<file path="config.mk">
export PLATFORM = sky130hd
export DESIGN_NAME = pd_seq_detector
export DESIGN_NICKNAME = d
export VERILOG_FILES = /design/src/rtl/pd_seq_pkg.sv /design/src/rtl/pd_addr_match.sv /design/src/rtl/pd_seq_fsm.sv /design/src/rtl/pd_mode_ctrl.sv /design/src/rtl/pd_seq_detector.sv
export SDC_FILE = /design/constraint.sdc
export NUM_CORES = 1
export LEC_CHECK = 0
export BUFFER_PORTS_ARGS = -buffer_cell sky130_fd_sc_hd__buf_2
export CORE_UTILIZATION = 44
export DETAILED_ROUTE_END_ITERATION = 10
export PLACE_DENSITY_LB_ADDON = 0.1
export SLEW_MARGIN = 20
export SYNTH_ARGS = -nofsm -noshare
export SYNTH_HDL_FRONTEND = slang
export SYNTH_HIERARCHICAL = 1
export SYNTH_SLANG_ARGS = --single-unit
</file>
<file path="constraint.sdc">
create_clock -name clk_i -period 2.1 [get_ports clk_i]
set_input_delay 0.21 -clock clk_i [delete_from_list [all_inputs] [get_ports clk_i]]
set_output_delay 0.21 -clock clk_i [all_outputs]
set_load 0.01 [all_outputs]
</file>
<file path="src/rtl/pd_seq_pkg.sv">
package pd_seq_pkg;
  typedef enum logic {PD_SLEEP = 1'b0, PD_PARTIAL = 1'b1} pd_mode_e;

  typedef enum logic [2:0] {
    ST_IDLE = 3'd0,
    ST_W2   = 3'd1,
    ST_W3   = 3'd2,
    ST_W4   = 3'd3,
    ST_W5   = 3'd4,
    ST_R6   = 3'd5
  } seq_st_e;

  typedef struct packed {
    logic top;
    logic key_partial;
  } addr_hit_t;
endpackage

</file>
<file path="src/rtl/pd_addr_match.sv">
module pd_addr_match
  import pd_seq_pkg::*;
#(
  parameter int ADDR_W  = 21,
  parameter int KEY_BIT = 19
) (
  input  logic [ADDR_W-1:0] addr_i,
  output addr_hit_t         hit_o
);
  localparam logic [ADDR_W-1:0] TOP_ADDR = '1;
  localparam logic [ADDR_W-1:0] PART_KEY = TOP_ADDR & ~(ADDR_W'(1) << KEY_BIT);

  always_comb begin
    hit_o.top         = (addr_i == TOP_ADDR);
    hit_o.key_partial = (addr_i == PART_KEY);
  end
endmodule

</file>
<file path="src/rtl/pd_seq_fsm.sv">
module pd_seq_fsm
  import pd_seq_pkg::*;
#(
  parameter int DATA_W = 16
) (
  input  logic              clk_i,
  input  logic              rst_ni,
  input  logic              acc_valid_i,
  input  logic              acc_write_i,
  input  addr_hit_t         hit_i,
  input  logic [DATA_W-1:0] wr_data_i,
  input  logic [DATA_W-1:0] rd_data_i,
  input  logic              sel_n_i,
  output logic              commit_o,
  output logic              set_sleep_o,
  output logic              set_partial_o
);
  seq_st_e           state_q, state_d;
  logic [DATA_W-1:0] cap_q, cap_d;
  logic              is_rd, is_wr;

  assign is_rd = acc_valid_i & sel_n_i & ~acc_write_i;
  assign is_wr = acc_valid_i & sel_n_i & acc_write_i;

  always_comb begin
    state_d       = state_q;
    cap_d         = cap_q;
    commit_o      = 1'b0;
    set_sleep_o   = 1'b0;
    set_partial_o = 1'b0;
    if (!sel_n_i) begin
      state_d = ST_IDLE;
    end else if (is_wr) begin
      unique case (state_q)
        ST_W2, ST_W3: begin
          if (hit_i.top && wr_data_i == cap_q) begin
            state_d = (state_q == ST_W2) ? ST_W3 : ST_W4;
          end else begin
            state_d  = ST_IDLE;
            commit_o = 1'b1;  // aborted write-back lands normally
          end
        end
        ST_W4: state_d = hit_i.top ? ST_W5 : ST_IDLE;  // aborted write dropped
        ST_W5: state_d = hit_i.top ? ST_R6 : ST_IDLE;
        default: begin
          state_d  = ST_IDLE;
          commit_o = 1'b1;
        end
      endcase
    end else if (is_rd) begin
      if (state_q == ST_R6) begin
        set_sleep_o   = hit_i.top;
        set_partial_o = hit_i.key_partial;
        state_d       = ST_IDLE;
      end else if (hit_i.top) begin
        state_d = ST_W2;  // any top read restarts the pattern
        cap_d   = rd_data_i;
      end else begin
        state_d = ST_IDLE;
      end
    end
  end

  always_ff @(posedge clk_i or negedge rst_ni) begin
    if (!rst_ni) begin
      state_q <= ST_IDLE;
      cap_q   <= '0;
    end else begin
      state_q <= state_d;
      cap_q   <= cap_d;
    end
  end

  a_r9_pd_aborts: assert property (@(posedge clk_i) disable iff (!rst_ni)
    !sel_n_i |=> state_q == ST_IDLE);
  a_r9_pd_no_commit: assert property (@(posedge clk_i) disable iff (!rst_ni)
    !sel_n_i |-> !commit_o);
  a_r10_commit_needs_write: assert property (@(posedge clk_i) disable iff (!rst_ni)
    commit_o |-> acc_valid_i && acc_write_i);
  a_r4_w3_bad_addr_abort: assert property (@(posedge clk_i) disable iff (!rst_ni)
    (state_q == ST_W3 && is_wr && !hit_i.top) |=> state_q == ST_IDLE);
  a_r5_late_write_dropped: assert property (@(posedge clk_i) disable iff (!rst_ni)
    ((state_q == ST_W4 || state_q == ST_W5) && is_wr) |-> !commit_o);
  a_r3_single_key: assert property (@(posedge clk_i) disable iff (!rst_ni)
    $onehot0({set_sleep_o, set_partial_o}));
  a_r7_key_only_after_five: assert property (@(posedge clk_i) disable iff (!rst_ni)
    (set_sleep_o || set_partial_o) |-> state_q == ST_R6);
endmodule

</file>
<file path="src/rtl/pd_mode_ctrl.sv">
module pd_mode_ctrl
  import pd_seq_pkg::*;
#(
  parameter int ADDR_W  = 21,
  parameter int KEY_BIT = 19
) (
  input  logic              clk_i,
  input  logic              rst_ni,
  input  logic              set_sleep_i,
  input  logic              set_partial_i,
  input  logic              sel_n_i,
  output pd_mode_e          mode_o,
  output logic              pd_active_o,
  output logic              retain_en_o,
  output logic [ADDR_W-1:0] retain_limit_o
);
  localparam logic [ADDR_W-1:0] RETAIN_LIMIT = (ADDR_W'(1) << KEY_BIT) - ADDR_W'(1);

  pd_mode_e          mode_q;
  logic              pd_q, ret_q;
  logic [ADDR_W-1:0] lim_q;

  always_ff @(posedge clk_i or negedge rst_ni) begin
    if (!rst_ni) begin
      mode_q <= PD_SLEEP;
      pd_q   <= 1'b0;
      ret_q  <= 1'b0;
      lim_q  <= '0;
    end else begin
      if (set_sleep_i)        mode_q <= PD_SLEEP;
      else if (set_partial_i) mode_q <= PD_PARTIAL;
      pd_q  <= ~sel_n_i;
      ret_q <= ~sel_n_i & (mode_q == PD_PARTIAL);
      lim_q <= (~sel_n_i && mode_q == PD_PARTIAL) ? RETAIN_LIMIT : '0;
    end
  end

  assign mode_o         = mode_q;
  assign pd_active_o    = pd_q;
  assign retain_en_o    = ret_q;
  assign retain_limit_o = lim_q;

  a_r6_mode_stable: assert property (@(posedge clk_i) disable iff (!rst_ni)
    !(set_sleep_i || set_partial_i) |=> $stable(mode_q));
  a_r8_pd_enter: assert property (@(posedge clk_i) disable iff (!rst_ni)
    !sel_n_i |=> pd_q);
  a_r8_pd_leave: assert property (@(posedge clk_i) disable iff (!rst_ni)
    sel_n_i |=> !pd_q && !ret_q && lim_q == '0);
  a_r8_retain_partial_only: assert property (@(posedge clk_i) disable iff (!rst_ni)
    ret_q |-> pd_q && mode_q == PD_PARTIAL);
endmodule

</file>
<file path="src/rtl/pd_seq_detector.sv">
module pd_seq_detector
  import pd_seq_pkg::*;
#(
  parameter int ADDR_W  = 21,
  parameter int DATA_W  = 16,
  parameter int KEY_BIT = 19
) (
  input  logic              clk_i,
  input  logic              rst_ni,
  input  logic              acc_valid_i,
  input  logic              acc_write_i,
  input  logic [ADDR_W-1:0] acc_addr_i,
  input  logic [DATA_W-1:0] wr_data_i,
  input  logic [DATA_W-1:0] rd_data_i,
  input  logic              sel_n_i,
  output logic              mode_o,
  output logic              pd_active_o,
  output logic              retain_en_o,
  output logic [ADDR_W-1:0] retain_limit_o,
  output logic              commit_wr_o
);
  addr_hit_t hit;
  logic      set_sleep, set_partial;
  pd_mode_e  mode;

  pd_addr_match #(.ADDR_W(ADDR_W), .KEY_BIT(KEY_BIT)) u_match (
    .addr_i (acc_addr_i),
    .hit_o  (hit)
  );

  pd_seq_fsm #(.DATA_W(DATA_W)) u_fsm (
    .clk_i         (clk_i),
    .rst_ni        (rst_ni),
    .acc_valid_i   (acc_valid_i),
    .acc_write_i   (acc_write_i),
    .hit_i         (hit),
    .wr_data_i     (wr_data_i),
    .rd_data_i     (rd_data_i),
    .sel_n_i       (sel_n_i),
    .commit_o      (commit_wr_o),
    .set_sleep_o   (set_sleep),
    .set_partial_o (set_partial)
  );

  pd_mode_ctrl #(.ADDR_W(ADDR_W), .KEY_BIT(KEY_BIT)) u_mode (
    .clk_i          (clk_i),
    .rst_ni         (rst_ni),
    .set_sleep_i    (set_sleep),
    .set_partial_i  (set_partial),
    .sel_n_i        (sel_n_i),
    .mode_o         (mode),
    .pd_active_o    (pd_active_o),
    .retain_en_o    (retain_en_o),
    .retain_limit_o (retain_limit_o)
  );

  assign mode_o = mode;
endmodule

</file>
==> results.md <==
- Count of flip-flops with a built-in enable after synthesis: 0
- FILL cells: 278
- Number of placement rows: 20
- Antenna-violating nets left: 0
- Antenna diode count: 0
- Period utilisation layout: 0.951
- Clock insertion delay at the later pin of the skew report: 0.31 ns
- Fraction of the mapped netlist area in simple logic gates: 0.205
- Per-cell via count in the routed design: 4.82
- Die extent in y: 59.4 um
- Top Ports: 83
- Worst setup SP type: flop
- Overall routing resource usage: 0.177
- HPWL after detailed placement: 2.34 mm
- Crit-path slowest cell: sky130_fd_sc_hd__or4_1
- Multiplexer share of the synthesized area: 0.117
- Starting utilization of the core area: 0.471
- Cell taking the most area after synthesis: sky130_fd_sc_hd__dfrtp_1
- Netlist area before placement: 1450 um^2
- Dominant register cell in the synthesized netlist: sky130_fd_sc_hd__dfrtp_1
- Cell-by-cell listing of the critical path: xor2_1 > nor4_1 > nand4b_1 > or4_1 > o31ai_1
- Clock buffer depth: 2
- Async S/R FF share, synth: 1.00
- Number of clock buffers inserted by TritonCTS: 3
- Leakage power summed over all cells: 1.01 nW
- Routed vias: 1,229
- Cell Count, Final, Fillers Out: 255
- Clock tree skew after final layout: 0.00504 ns
- Cell total after placement: 249
- Data required time at the worst endpoint: 2.32 ns
- Clock Tree Root: sky130_fd_sc_hd__clkbuf_4
- IR Drop Worst-Case VDD: 0.261 mV
- Outcome: complete, no violations
- Final instance area: 1850 um^2
- Signed area change from the synthesized netlist to the final layout: 27.4%
- Die Outline Area: 3530 um^2
- Warnings, synthesis: 6
- Core footprint: 3080 um^2
- Signal arrival time at the worst endpoint: 2.22 ns
- Main combinational cell family by area after synthesis: simple AND/OR/NAND/NOR gates
- Number of global-route vias before repair: 1,129
- First-pass GRT wire length: 4.66 mm
- Avg WL per Cell: 11.3 um
- Unrepaired setup endpoints after global routing: true
- Fmax achieved: 500 MHz
- Number of endpoints with negative hold slack in the final report: 0
- Final Slew Violations: 0
- WHS Path Cells: 3
- Power density cells: 460 nW/um^2
- Placed Area: 1760 um^2
- Clock sink count: 22
- Complex-gate fraction of the synthesized area: 0.0889
- Fraction of final layout cells sized beyond drive strength 1: 0.531
- Post-layout nets: 270
- Most numerous cell in the Yosys netlist: sky130_fd_sc_hd__dfrtp_1
- Most frequent cells after synthesis: sky130_fd_sc_hd__dfrtp_1, sky130_fd_sc_hd__buf_4, sky130_fd_sc_hd__mux2_2, sky130_fd_sc_hd__inv_1, sky130_fd_sc_hd__xor2_1
- Remaining global-route overflow: 0
- Length in cells of the worst reg-to-reg path: 5
- Aggregate routed wire length: 2.88 mm
- PnR Total Power: 849 uW
- Category of the critical setup timing path: flop to flop
- Sequential cell area fraction in the yosys report: 0.380
- Synth Area in XOR/XNOR: 0.0604
- DRC errors left: 0
- Post-Route Setup TNS: 0 ns
- Post-synthesis cell type count: 38
- CP Capture Type: flop
- Port Buffers: 80
- Ranking of synthesized cells by area: sky130_fd_sc_hd__dfrtp_1, sky130_fd_sc_hd__mux2_2, sky130_fd_sc_hd__buf_4
- CTS H-tree lvls: 1
- Detailed-router iteration count before antenna repair: 6
- Yosys top cell area share: 0.380
- Worst stage delay on the critical path: 0.59 ns
- CP Max Fanout: 2
- Mean instance size in the synthesized netlist: 9.99 um^2
- Horizontal die dimension: 59.4 um
- Final estimated routing congestion in global placement: 0.790
- Number of maximum-capacitance violations: 0
- Area occupied by multi-input gates: 706 um^2
- Setup violators final: 0
- Arithmetic-cell share of the synthesized area counting full adders, half adders and majority gates: 0
- Largest net degree at the start of global routing: 23
- Sequential cell area: 551 um^2
- Type of the worst min-delay path: input port to flop
- Clock slew at the register clock pins of the worst setup and hold paths: 0.13 ns
- CTS tree: built
- Number of synthesized register bits: 22
- Post-synthesis cell count: 145
- Final critical delay including setup and external delays: 2.00 ns
- Antenna violations before repair: 0
- DRC marker count from the first detailed-route iteration: 25
- Post-route core utilization: 0.600
==> layout make-up <==
cell class | count | area share
clock buffer | 3 | 0.0122
clock inverter | 1 | 0.0163
inverter | 11 | 0.0224
multi-input combinational | 89 | 0.382
sequential | 22 | 0.298
tap | 44 | 0.0298
timing repair buffer | 85 | 0.239
==> path summary, 6_finish.rpt <==
kind	slack (ns)	endpoint	from
setup / recovery	0.10	u_fsm/state_q[0]	u_fsm/cap_q[9]
hold / removal	0.11	u_fsm/cap_q[0]	rd_data_i[0]
setup reg to reg	0.10	u_fsm/state_q[0]	u_fsm/cap_q[9]
hold reg to reg	0.54	u_fsm/cap_q[10]	u_fsm/cap_q[10]
max in group asynchronous	1.35	u_fsm/state_q[1]	rst_ni
min in group asynchronous	0.41	u_fsm/cap_q[4]	rst_ni
==> timing repair <==
| item | 4_1_cts | 5_1_grt |
|---|---|---|
| resized for setup | 0 | 4 |
| endpoints found under the setup margin | 0 | 2 |
| hold buffers | 1 | 0 |
| endpoints found under the hold margin | 22 | 0 |
| setup buffers | 0 | 1 |
==> metal layers <==
metal / vias to the layer above / share of wire / GRT usage
met1: 552 / 0.45 / 0.215
met5: - / 0 / 0
met2: 55 / 0.48 / 0.311
met3: 4 / 0.066 / 0.0262
met4: 0 / 0.010 / 0.0714
li1: 618 / - / -
==> report_power, final <==
part	leakage, nW	total (mW)	internal, mW	switching [mW]
Clock	0.0279	0.324	0.193	0.131
Combinational	0.684	0.100	0.0517	0.0487
Sequential	0.300	0.425	0.424	0.000149
Total	1.01	0.849	0.669	0.180
==> worst max-delay path: cells and delay by family (launching register included) <==
family | cells | cell delay, ns
compound gates | 1 | 0.27
xor+xnor | 1 | 0.16
simple gates | 3 | 1.07
flops | 1 | 0.41
==> state kept, by name, summed over array words and instances, names as in the netlist <==
name,flops
u_fsm/cap_q,16
u_mode/pd_active_o,1
u_fsm/state_q,3
u_mode/retain_limit_o,1
u_mode/mode_o,1
==> placed cells by master, fill, tap and decap left out, types with 3 or more instances in the layout <==
master / netlist / layout
sky130_fd_sc_hd__buf_2: 2 / 80
sky130_fd_sc_hd__dfrtp_1: 22 / 22
sky130_fd_sc_hd__mux2_2: 15 / 15
sky130_fd_sc_hd__inv_1: 10 / 10
sky130_fd_sc_hd__xor2_1: 9 / 9
sky130_fd_sc_hd__nor2_1: 6 / 6
sky130_fd_sc_hd__nor2b_1: 6 / 6
sky130_fd_sc_hd__nand2_1: 5 / 5
sky130_fd_sc_hd__nand3_1: 5 / 5
sky130_fd_sc_hd__nor4_1: 4 / 4
sky130_fd_sc_hd__o21ai_0: 4 / 4
sky130_fd_sc_hd__buf_4: 21 / 4
sky130_fd_sc_hd__nand4_1: 4 / 4
sky130_fd_sc_hd__clkbuf_4: 0 / 3
==> metrics by stage <==
step                setup WS [ns]  hold WS, ns
floorplan                  0.0103      -0.0856
global placement            0.142        0.200
detailed placement         0.0735        0.211
CTS                        0.0834       0.0932
global route              -0.0416        0.104
finish                      0.102        0.107
==> logic make-up (layout without fill, tap and decap cells) <==
logic type             count (synthesis)  in the layout
XOR/XNOR                              10             10
buffers and inverters                 35            100
AND/OR/NAND/NOR                       46             46
other                                  1              2
AO/OA/AOI/OAI                         16             16
multiplexers                          15             15
flip-flops                            22             22
No activity file was read; power rests on OpenSTA's default activity.
